**src/rtl/tcm_pkg.sv**
```systemverilog
package tcm_pkg;
  localparam int unsigned ADDR_W = 3;
  localparam int unsigned CTRL_W = 8;
  localparam int unsigned NFLAG  = 3;
  localparam int unsigned NCH    = 2;

  localparam logic [ADDR_W-1:0] A_CTRL  = 3'd0;
  localparam logic [ADDR_W-1:0] A_CNT   = 3'd1;
  localparam logic [ADDR_W-1:0] A_CMPA  = 3'd2;
  localparam logic [ADDR_W-1:0] A_CMPB  = 3'd3;
  localparam logic [ADDR_W-1:0] A_FLAGS = 3'd4;

  localparam logic [CTRL_W-1:0] CTRL_WMASK = 8'hF3;

  typedef enum logic [1:0] {
    ACT_NONE = 2'b00,
    ACT_TOG  = 2'b01,
    ACT_CLR  = 2'b10,
    ACT_SET  = 2'b11
  } act_e;

  typedef enum logic [1:0] {
    MODE_FREE = 2'b00,
    MODE_PWM1 = 2'b01,
    MODE_CTC  = 2'b10,
    MODE_PWM3 = 2'b11
  } mode_e;
endpackage

```
**src/rtl/tcm_regs.sv**
```systemverilog
module tcm_regs
  import tcm_pkg::*;
#(
  parameter int unsigned CNT_W = 8
) (
  input  logic              clk_i,
  input  logic              rst_ni,
  input  logic              wr_en_i,
  input  logic [ADDR_W-1:0] addr_i,
  input  logic [CNT_W-1:0]  wdata_i,
  output logic [CTRL_W-1:0] ctrl_o,
  output logic [CNT_W-1:0]  cmp_a_o,
  output logic [CNT_W-1:0]  cmp_b_o,
  output logic              wr_cnt_o,
  output logic [NFLAG-1:0]  flag_clr_o
);
  logic [CTRL_W-1:0] ctrl_q;
  logic [CNT_W-1:0]  cmp_a_q, cmp_b_q;

  always_ff @(posedge clk_i or negedge rst_ni) begin
    if (!rst_ni) begin
      ctrl_q  <= '0;
      cmp_a_q <= '0;
      cmp_b_q <= '0;
    end else if (wr_en_i) begin
      case (addr_i)
        A_CTRL:  ctrl_q  <= wdata_i[CTRL_W-1:0] & CTRL_WMASK;
        A_CMPA:  cmp_a_q <= wdata_i;
        A_CMPB:  cmp_b_q <= wdata_i;
        default: ;
      endcase
    end
  end

  assign ctrl_o     = ctrl_q;
  assign cmp_a_o    = cmp_a_q;
  assign cmp_b_o    = cmp_b_q;
  assign wr_cnt_o   = wr_en_i && (addr_i == A_CNT);
  assign flag_clr_o = (wr_en_i && (addr_i == A_FLAGS)) ? wdata_i[NFLAG-1:0] : '0;


  rsvd_zero_chk: assert property (@(posedge clk_i) disable iff (!rst_ni)
    ctrl_q[3:2] == 2'b00);
endmodule

```
**src/rtl/tcm_counter.sv**
```systemverilog
module tcm_counter #(
  parameter int unsigned CNT_W = 8
) (
  input  logic             clk_i,
  input  logic             rst_ni,
  input  logic             tick_i,
  input  logic             ctc_i,
  input  logic [CNT_W-1:0] top_i,
  input  logic             wr_i,
  input  logic [CNT_W-1:0] wdata_i,
  input  logic             ovf_clr_i,
  output logic [CNT_W-1:0] cnt_o,
  output logic             upd_o,
  output logic             ovf_o
);
  localparam logic [CNT_W-1:0] CNT_MAX = '1;

  logic [CNT_W-1:0] cnt_q;
  logic             upd_q, ovf_q, at_top, ovf_set;

  assign at_top  = ctc_i && (cnt_q == top_i);
  assign ovf_set = tick_i && !wr_i && !at_top && (cnt_q == CNT_MAX);

  always_ff @(posedge clk_i or negedge rst_ni) begin
    if (!rst_ni) begin
      cnt_q <= '0;
      upd_q <= 1'b0;
      ovf_q <= 1'b0;
    end else begin
      upd_q <= tick_i && !wr_i;  // a loaded value never matches
      ovf_q <= (ovf_q && !ovf_clr_i) || ovf_set;
      if (wr_i)        cnt_q <= wdata_i;
      else if (tick_i) cnt_q <= at_top ? '0 : cnt_q + 1'b1;
    end
  end

  assign cnt_o = cnt_q;
  assign upd_o = upd_q;
  assign ovf_o = ovf_q;


  cnt_hold_chk: assert property (@(posedge clk_i) disable iff (!rst_ni)
    (!tick_i && !wr_i) |=> $stable(cnt_q));

  ctc_clear_chk: assert property (@(posedge clk_i) disable iff (!rst_ni)
    (tick_i && !wr_i && ctc_i && cnt_q == top_i) |=> (cnt_q == '0 && !$rose(ovf_q)));

  wr_block_chk: assert property (@(posedge clk_i) disable iff (!rst_ni)
    wr_i |=> !upd_q);
endmodule

```
**src/rtl/tcm_channel.sv**
```systemverilog
module tcm_channel
  import tcm_pkg::*;
#(
  parameter int unsigned CNT_W = 8
) (
  input  logic             clk_i,
  input  logic             rst_ni,
  input  logic             upd_i,
  input  logic [CNT_W-1:0] cnt_i,
  input  logic [CNT_W-1:0] cmp_i,
  input  logic [1:0]       code_i,
  input  logic             act_en_i,
  input  logic             clr_i,
  output logic             flag_o,
  output logic             oc_o
);
  logic flag_q, oc_q, match;

  assign match = upd_i && (cnt_i == cmp_i);

  always_ff @(posedge clk_i or negedge rst_ni) begin
    if (!rst_ni) begin
      flag_q <= 1'b0;
      oc_q   <= 1'b0;
    end else begin
      flag_q <= (flag_q && !clr_i) || match;
      if (match && act_en_i) begin
        case (act_e'(code_i))
          ACT_TOG: oc_q <= !oc_q;
          ACT_CLR: oc_q <= 1'b0;
          ACT_SET: oc_q <= 1'b1;
          default: ;
        endcase
      end
    end
  end

  assign flag_o = flag_q;
  assign oc_o   = oc_q;


  flag_cause_chk: assert property (@(posedge clk_i) disable iff (!rst_ni)
    $rose(flag_q) |-> $past(upd_i && cnt_i == cmp_i));

  set_act_chk: assert property (@(posedge clk_i) disable iff (!rst_ni)
    (upd_i && cnt_i == cmp_i && act_en_i && code_i == 2'b11) |=> oc_q);

  hold_unsup_chk: assert property (@(posedge clk_i) disable iff (!rst_ni)
    !act_en_i |=> $stable(oc_q));
endmodule

```
**src/rtl/tcm_timer.sv**
```systemverilog
module tcm_timer
  import tcm_pkg::*;
#(
  parameter int unsigned CNT_W = 8
) (
  input  logic              clk_i,
  input  logic              rst_ni,
  input  logic              wr_en_i,
  input  logic [2:0]        addr_i,
  input  logic [CNT_W-1:0]  wdata_i,
  output logic [CNT_W-1:0]  rdata_o,
  input  logic              tick_i,
  input  logic [1:0]        dir_en_i,
  output logic [CNT_W-1:0]  cnt_o,
  output logic [2:0]        flags_o,
  output logic [1:0]        oc_o,
  output logic [1:0]        ovr_o,
  output logic [1:0]        drv_en_o
);
  logic [CTRL_W-1:0] ctrl;
  logic [CNT_W-1:0]  cmp_a, cmp_b, cnt;
  logic [CNT_W-1:0]  cmp [NCH];
  logic              wr_cnt, upd, ovf, ctc, act_en;
  logic [NFLAG-1:0]  flag_clr, flags;

  tcm_regs #(.CNT_W(CNT_W)) u_regs (
    .clk_i, .rst_ni, .wr_en_i, .addr_i, .wdata_i,
    .ctrl_o(ctrl), .cmp_a_o(cmp_a), .cmp_b_o(cmp_b),
    .wr_cnt_o(wr_cnt), .flag_clr_o(flag_clr)
  );

  assign ctc    = mode_e'(ctrl[1:0]) == MODE_CTC;
  assign act_en = !ctrl[0];

  tcm_counter #(.CNT_W(CNT_W)) u_cnt (
    .clk_i, .rst_ni, .tick_i, .ctc_i(ctc), .top_i(cmp_a),
    .wr_i(wr_cnt), .wdata_i, .ovf_clr_i(flag_clr[0]),
    .cnt_o(cnt), .upd_o(upd), .ovf_o(ovf)
  );

  assign cmp[0]   = cmp_a;
  assign cmp[1]   = cmp_b;
  assign flags[0] = ovf;

  for (genvar c = 0; c < NCH; c++) begin : g_ch
    logic [1:0] code;
    assign code = ctrl[7-2*c -: 2];
    tcm_channel #(.CNT_W(CNT_W)) u_ch (
      .clk_i, .rst_ni, .upd_i(upd), .cnt_i(cnt), .cmp_i(cmp[c]),
      .code_i(code), .act_en_i(act_en), .clr_i(flag_clr[c+1]),
      .flag_o(flags[c+1]), .oc_o(oc_o[c])
    );
    assign ovr_o[c]    = |code;
    assign drv_en_o[c] = ovr_o[c] && dir_en_i[c];
  end

  always_comb begin
    rdata_o = '0;
    case (addr_i)
      A_CTRL:  rdata_o[CTRL_W-1:0] = ctrl;
      A_CNT:   rdata_o = cnt;
      A_CMPA:  rdata_o = cmp_a;
      A_CMPB:  rdata_o = cmp_b;
      A_FLAGS: rdata_o[NFLAG-1:0] = flags;
      default: ;
    endcase
  end

  assign cnt_o   = cnt;
  assign flags_o = flags;


  drv_needs_ovr_chk: assert property (@(posedge clk_i) disable iff (!rst_ni)
    (drv_en_o & ~ovr_o) == 2'b00);

  flag_hold_chk: assert property (@(posedge clk_i) disable iff (!rst_ni)
    (flag_clr == '0) |=> ((flags & $past(flags)) == $past(flags)));
endmodule

```
**config.mk**
```make
export PLATFORM = sky130hd
export DESIGN_NAME = tcm_timer
export DESIGN_NICKNAME = d
export VERILOG_FILES = /design/src/rtl/tcm_pkg.sv /design/src/rtl/tcm_regs.sv /design/src/rtl/tcm_counter.sv /design/src/rtl/tcm_channel.sv /design/src/rtl/tcm_timer.sv
export SDC_FILE = /design/constraint.sdc
export NUM_CORES = 1
export LEC_CHECK = 0
export ABC_AREA = 1
export BUFFER_PORTS_ARGS = -buffer_cell sky130_fd_sc_hd__buf_2
export CAP_MARGIN = 25
export CELL_PAD_IN_SITES_DETAIL_PLACEMENT = 0
export CELL_PAD_IN_SITES_GLOBAL_PLACEMENT = 1
export CORE_ASPECT_RATIO = 1.4
export CORE_MARGIN = 2
export CORE_UTILIZATION = 43
export DETAILED_ROUTE_END_ITERATION = 8
export PLACE_DENSITY_LB_ADDON = 0.3
export SYNTH_ARGS = -nofsm -noshare
export SYNTH_HDL_FRONTEND = slang
export SYNTH_SLANG_ARGS = --single-unit
```
**constraint.sdc**
```tcl
create_clock -name clk_i -period 3.3 [get_ports clk_i]
set_input_delay 0.66 -clock clk_i [delete_from_list [all_inputs] [get_ports clk_i]]
set_output_delay 0.66 -clock clk_i [all_outputs]
set_load 0.02 [all_outputs]
```
==> flow_summary_export.csv <==
group,metric,value,unit
worst_setup_path,setup.worst_path.end_class,"output port",
worst_setup_path,critical-path-top-delay-family,"simple AND/OR/NAND/NOR gates",
clock_tree,cts.sink_count,36,
sta,setup_repair_after_global_routing_missed_its_margin,"false",
worst_setup_path,critical_path_peak_fanout,9,
synthesis,cell_area_after_technology_mapping,0.00224,mm²
sta,final.setup.tns,0,ns
place,dp_hpwl,4420,µm
grt,grt_max_degree,37,
synthesis,synth_top_flop_cell,"dfrtp_1",
worst_setup_path,worstPathArrival,1.66,ns
detailed_routing,drt_pass1_iterations,4,
clock_tree,cts_clk_pin_slew_worst_paths,0.07,ns
synthesis,post_synth_num_cell_types,33,
synthesis,ys_async_sr_fraction,100,%
clock_tree,clock_path_buffers,2,
min_path,min_path_type,"primary input to async pin",
die,floorplan.rows,31,
die,floorplan.die_area,0.00582,mm²
run,maxCapViolCount,0,
clock_tree,cts-htree-levels,2,
grt,grt_pass1_wl,9370,µm
sta,finalMaxSlewViolations,0,
synthesis,postSynthCellCount,303,
finish,finish.utilization,50.0,%
detailed_routing,viasPerCell,4.98,
synthesis,synthDominantCellAreaShare,40.1,%
die,coreArea,0.00512,mm²
finish,flow.area_growth_from_synthesis,13.9,%
run_status,outcome,"completed",
die,io-pin-count,42,
detailed_routing,routedWlPerCell,14.4,µm
place,gpl.final_weighted_congestion,0.831,
detailed_routing,detailroute.via_count,2022,
sta,timing.final.setup_violations,0,
pwr,totalPowerFinal,0.00169,W
worst_setup_path,worst_path_cell_chain,"buf_2, nor3_4, nand2_1, o21ai_0, a21oi_1, o221ai_1, buf_2",
sta,timing.slew.headroom,43.9,%
clock_tree,cts_inserted_buffers,5,
grt,number_of_antenna_violations_at_the_first_check_in_global_routing,0,
die,die_h,89.5,µm
detailed_routing,ant_nets,0,
pwr,vdd.ir_drop.worst,319,µV
pwr,power.density,661,mW/mm²
detailed_routing,residual_drc_count,0,
sta,period_share,70.2,%
pwr,power.static_leakage,1.39,nW
clock_tree,clock_insertion_delay_worst_skew,0.29,ns
sta,max_frequency,431,MHz
synthesis,ys_seq_elements,36,
grt,grt.overflow.total,0,
finish,antenna_cells,0,
die,fp.dieW,65.1,µm
place,buffer_ports.inserted,41,
worst_setup_path,critPathSlowestCell,"nor3_4",
sta,worst_slew_pin_slew,0.842,ns
synthesis,number_of_synthesized_flops_with_an_enable_pin,0,
worst_setup_path,worstSetupStartpointType,"primary input",
synthesis,synth_largest_area_cell,"dfrtp_1",
worst_setup_path,required,2.64,ns
worst_setup_path,worstSetupPathType,"primary input to output port",
clock_tree,cts.repair.resized,0,
clock_tree,holdBufCountCts,0,
worst_setup_path,timing.critical_path.slowest_cell_delay,0.39,ns
finish,nFillCells,568,
finish,drive_gt1_share,20.3,%
detailed_routing,detailedRoute.firstIterationViolations,117,
clock_tree,ctsRootBufferMaster,"clkbuf_8",
clock_tree,cts_tree,"done",
sta,clock_skew,0.00623,ns
worst_setup_path,worst-path-buf-inv,2,
clock_tree,cts_setup_buffers,0,
synthesis,ys_warn_count,0,
die,floorplan.initialDensity,43.8,%
finish,fin_nets,357,
sta,final_period_minus_worst_setup_slack,2.32,ns
synthesis,synthesis.area_per_instance,7.41,µm²
grt,first_global_vias,1835,
worst_setup_path,crit_path_top_cell_by_count,"buf_2",
synthesis,synthesis.nets,321,
sta,final-hold-violation-count,0,
synthesis,synth.top_cells.by_area,"dfrtp_1, nand2_1, inv_1",
detailed_routing,wl,5850,µm
grt,grt.total_usage,21.7,%
synthesis,synth_sequential_area_ratio,40.1,%
## cell usage in the layout (no fill, tap or decap)
cell       count
a21boi_0       1
a21oi_1        4
a21oi_4        1
a22oi_1        4
buf_2         41
bufinv_16      1
clkbuf_8       7
dfrtp_1       36
ha_1           1
inv_1         48
inv_2          6
inv_4          1
nand2_1       94
nand2_2        4
nand2_4        2
nand3_1       14
nand3_4        1
nand4_1        4
nor2_1         9
nor2_2         3
nor2_4         1
nor3_1         2
nor3_4         1
o2111ai_1      1
o211ai_1       1
o21a_1         2
o21ai_0       12
o21ai_1       16
o221ai_1       6
o22ai_1        8
xnor2_1        1
xor2_1         7
## worst register-to-register path, cell delays in order, from the launching register on
cell and delay [ns]:
dfrtp_1 0.47, inv_1 0.14, nand2_1 0.08, nand2_1 0.04, nor2_1 0.13, nand2_1 0.12
nor2_4 0.17, nand3_4 0.17, nand3_1 0.13, nand2_1 0.05
## flip-flops by register name, indices dropped and copies added, names as in the netlist
register,flops
g_ch.u_ch.flag_o,2
u_cnt.cnt_o,8
u_regs.cmp_b_o,8
u_cnt.ovf_o,1
u_regs.ctrl_o,6
u_regs.cmp_a_o,8
g_ch.u_ch.oc_o,2
u_cnt.upd_o,1
## path summary, 6_finish.rpt
check	startpoint	endpoint	slack [ns]	cells past startpoint
max reg2reg	u_cnt.cnt_o[0]	u_cnt.ovf_o	1.69	9
max in group asynchronous	rst_ni	u_regs.cmp_b_o[6]	2.30	1
min reg2reg	u_regs.ctrl_o[0]	u_regs.ctrl_o[0]	0.49	2
max	addr_i[0]	rdata_o[0]	0.98	7
min	rst_ni	u_cnt.cnt_o[3]	0.46	1
min in group clk_i	u_regs.ctrl_o[0]	u_regs.ctrl_o[0]	0.49	2
## metrics by stage
step | hold slack [ns] | setup slack [ns] | cell area, µm² | instances
floorplan | 0.364 | 1.31 | 2240 | 303
global placement | 0.466 | 1.00 | 2430 | 398
detailed placement | 0.473 | 0.984 | 2430 | 398
CTS | 0.492 | 0.980 | 2560 | 406
global route | 0.521 | 0.859 | 2560 | 406
finish | 0.465 | 0.982 | 2560 | 406
## final cells by class
type,count,area (µm²),area share (%)
clock buffer,7,96.3,3.77
clock inverter,1,30.0,1.17
inverter,55,209,8.17
multi-input combinational,200,1030,40.4
sequential,36,901,35.2
tap,66,82.6,3.23
timing repair buffer,41,205,8.02
## routing by layer
layer / GRT usage, % / vias up / routed length [µm]
met1: 28.0 / 939 / 2530
li1: - / 1031 / -
met5: 0 / - / 0
met3: 3.02 / 7 / 249
met4: 5.68 / 0 / 69
met2: 38.3 / 45 / 3010
## cell families after synthesis
kind of cell               count (synthesis)  share of synthesized area [%]
DFF                                       36                           40.1
adders and majority gates                  1                          0.557
AOI/OAI and AO/OA                         56                           15.5
and+or+nand+nor                          135                           26.9
xor gates and xnor gates                   8                           3.12
buffers and inverters                     67                           13.8
## synthesized netlist by cell type, types with 2 or more instances
cell type and n:
nor2_1 9, a21oi_1 4, o221ai_1 6, o21a_1 2, nand3_1 14, buf_4 8, inv_2 6, o21ai_0 12
nor2_2 3, nand2_1 94, nand2_2 4, o21ai_1 16, inv_1 48, nand2_4 2, nand4_1 4, xor2_1 7
dfrtp_1 36, nor3_1 2, o22ai_1 8, a22oi_1 4, buf_2 2
## power breakdown
part	switching, W	total [W]	internal, W
Clock	0.000166	0.000433	0.000267
Combinational	0.000380	0.000590	0.000210
Sequential	0.000129	0.000668	0.000539
Total	0.000675	0.00169	0.00102
Note: power is estimated with default switching activity, not from simulation.
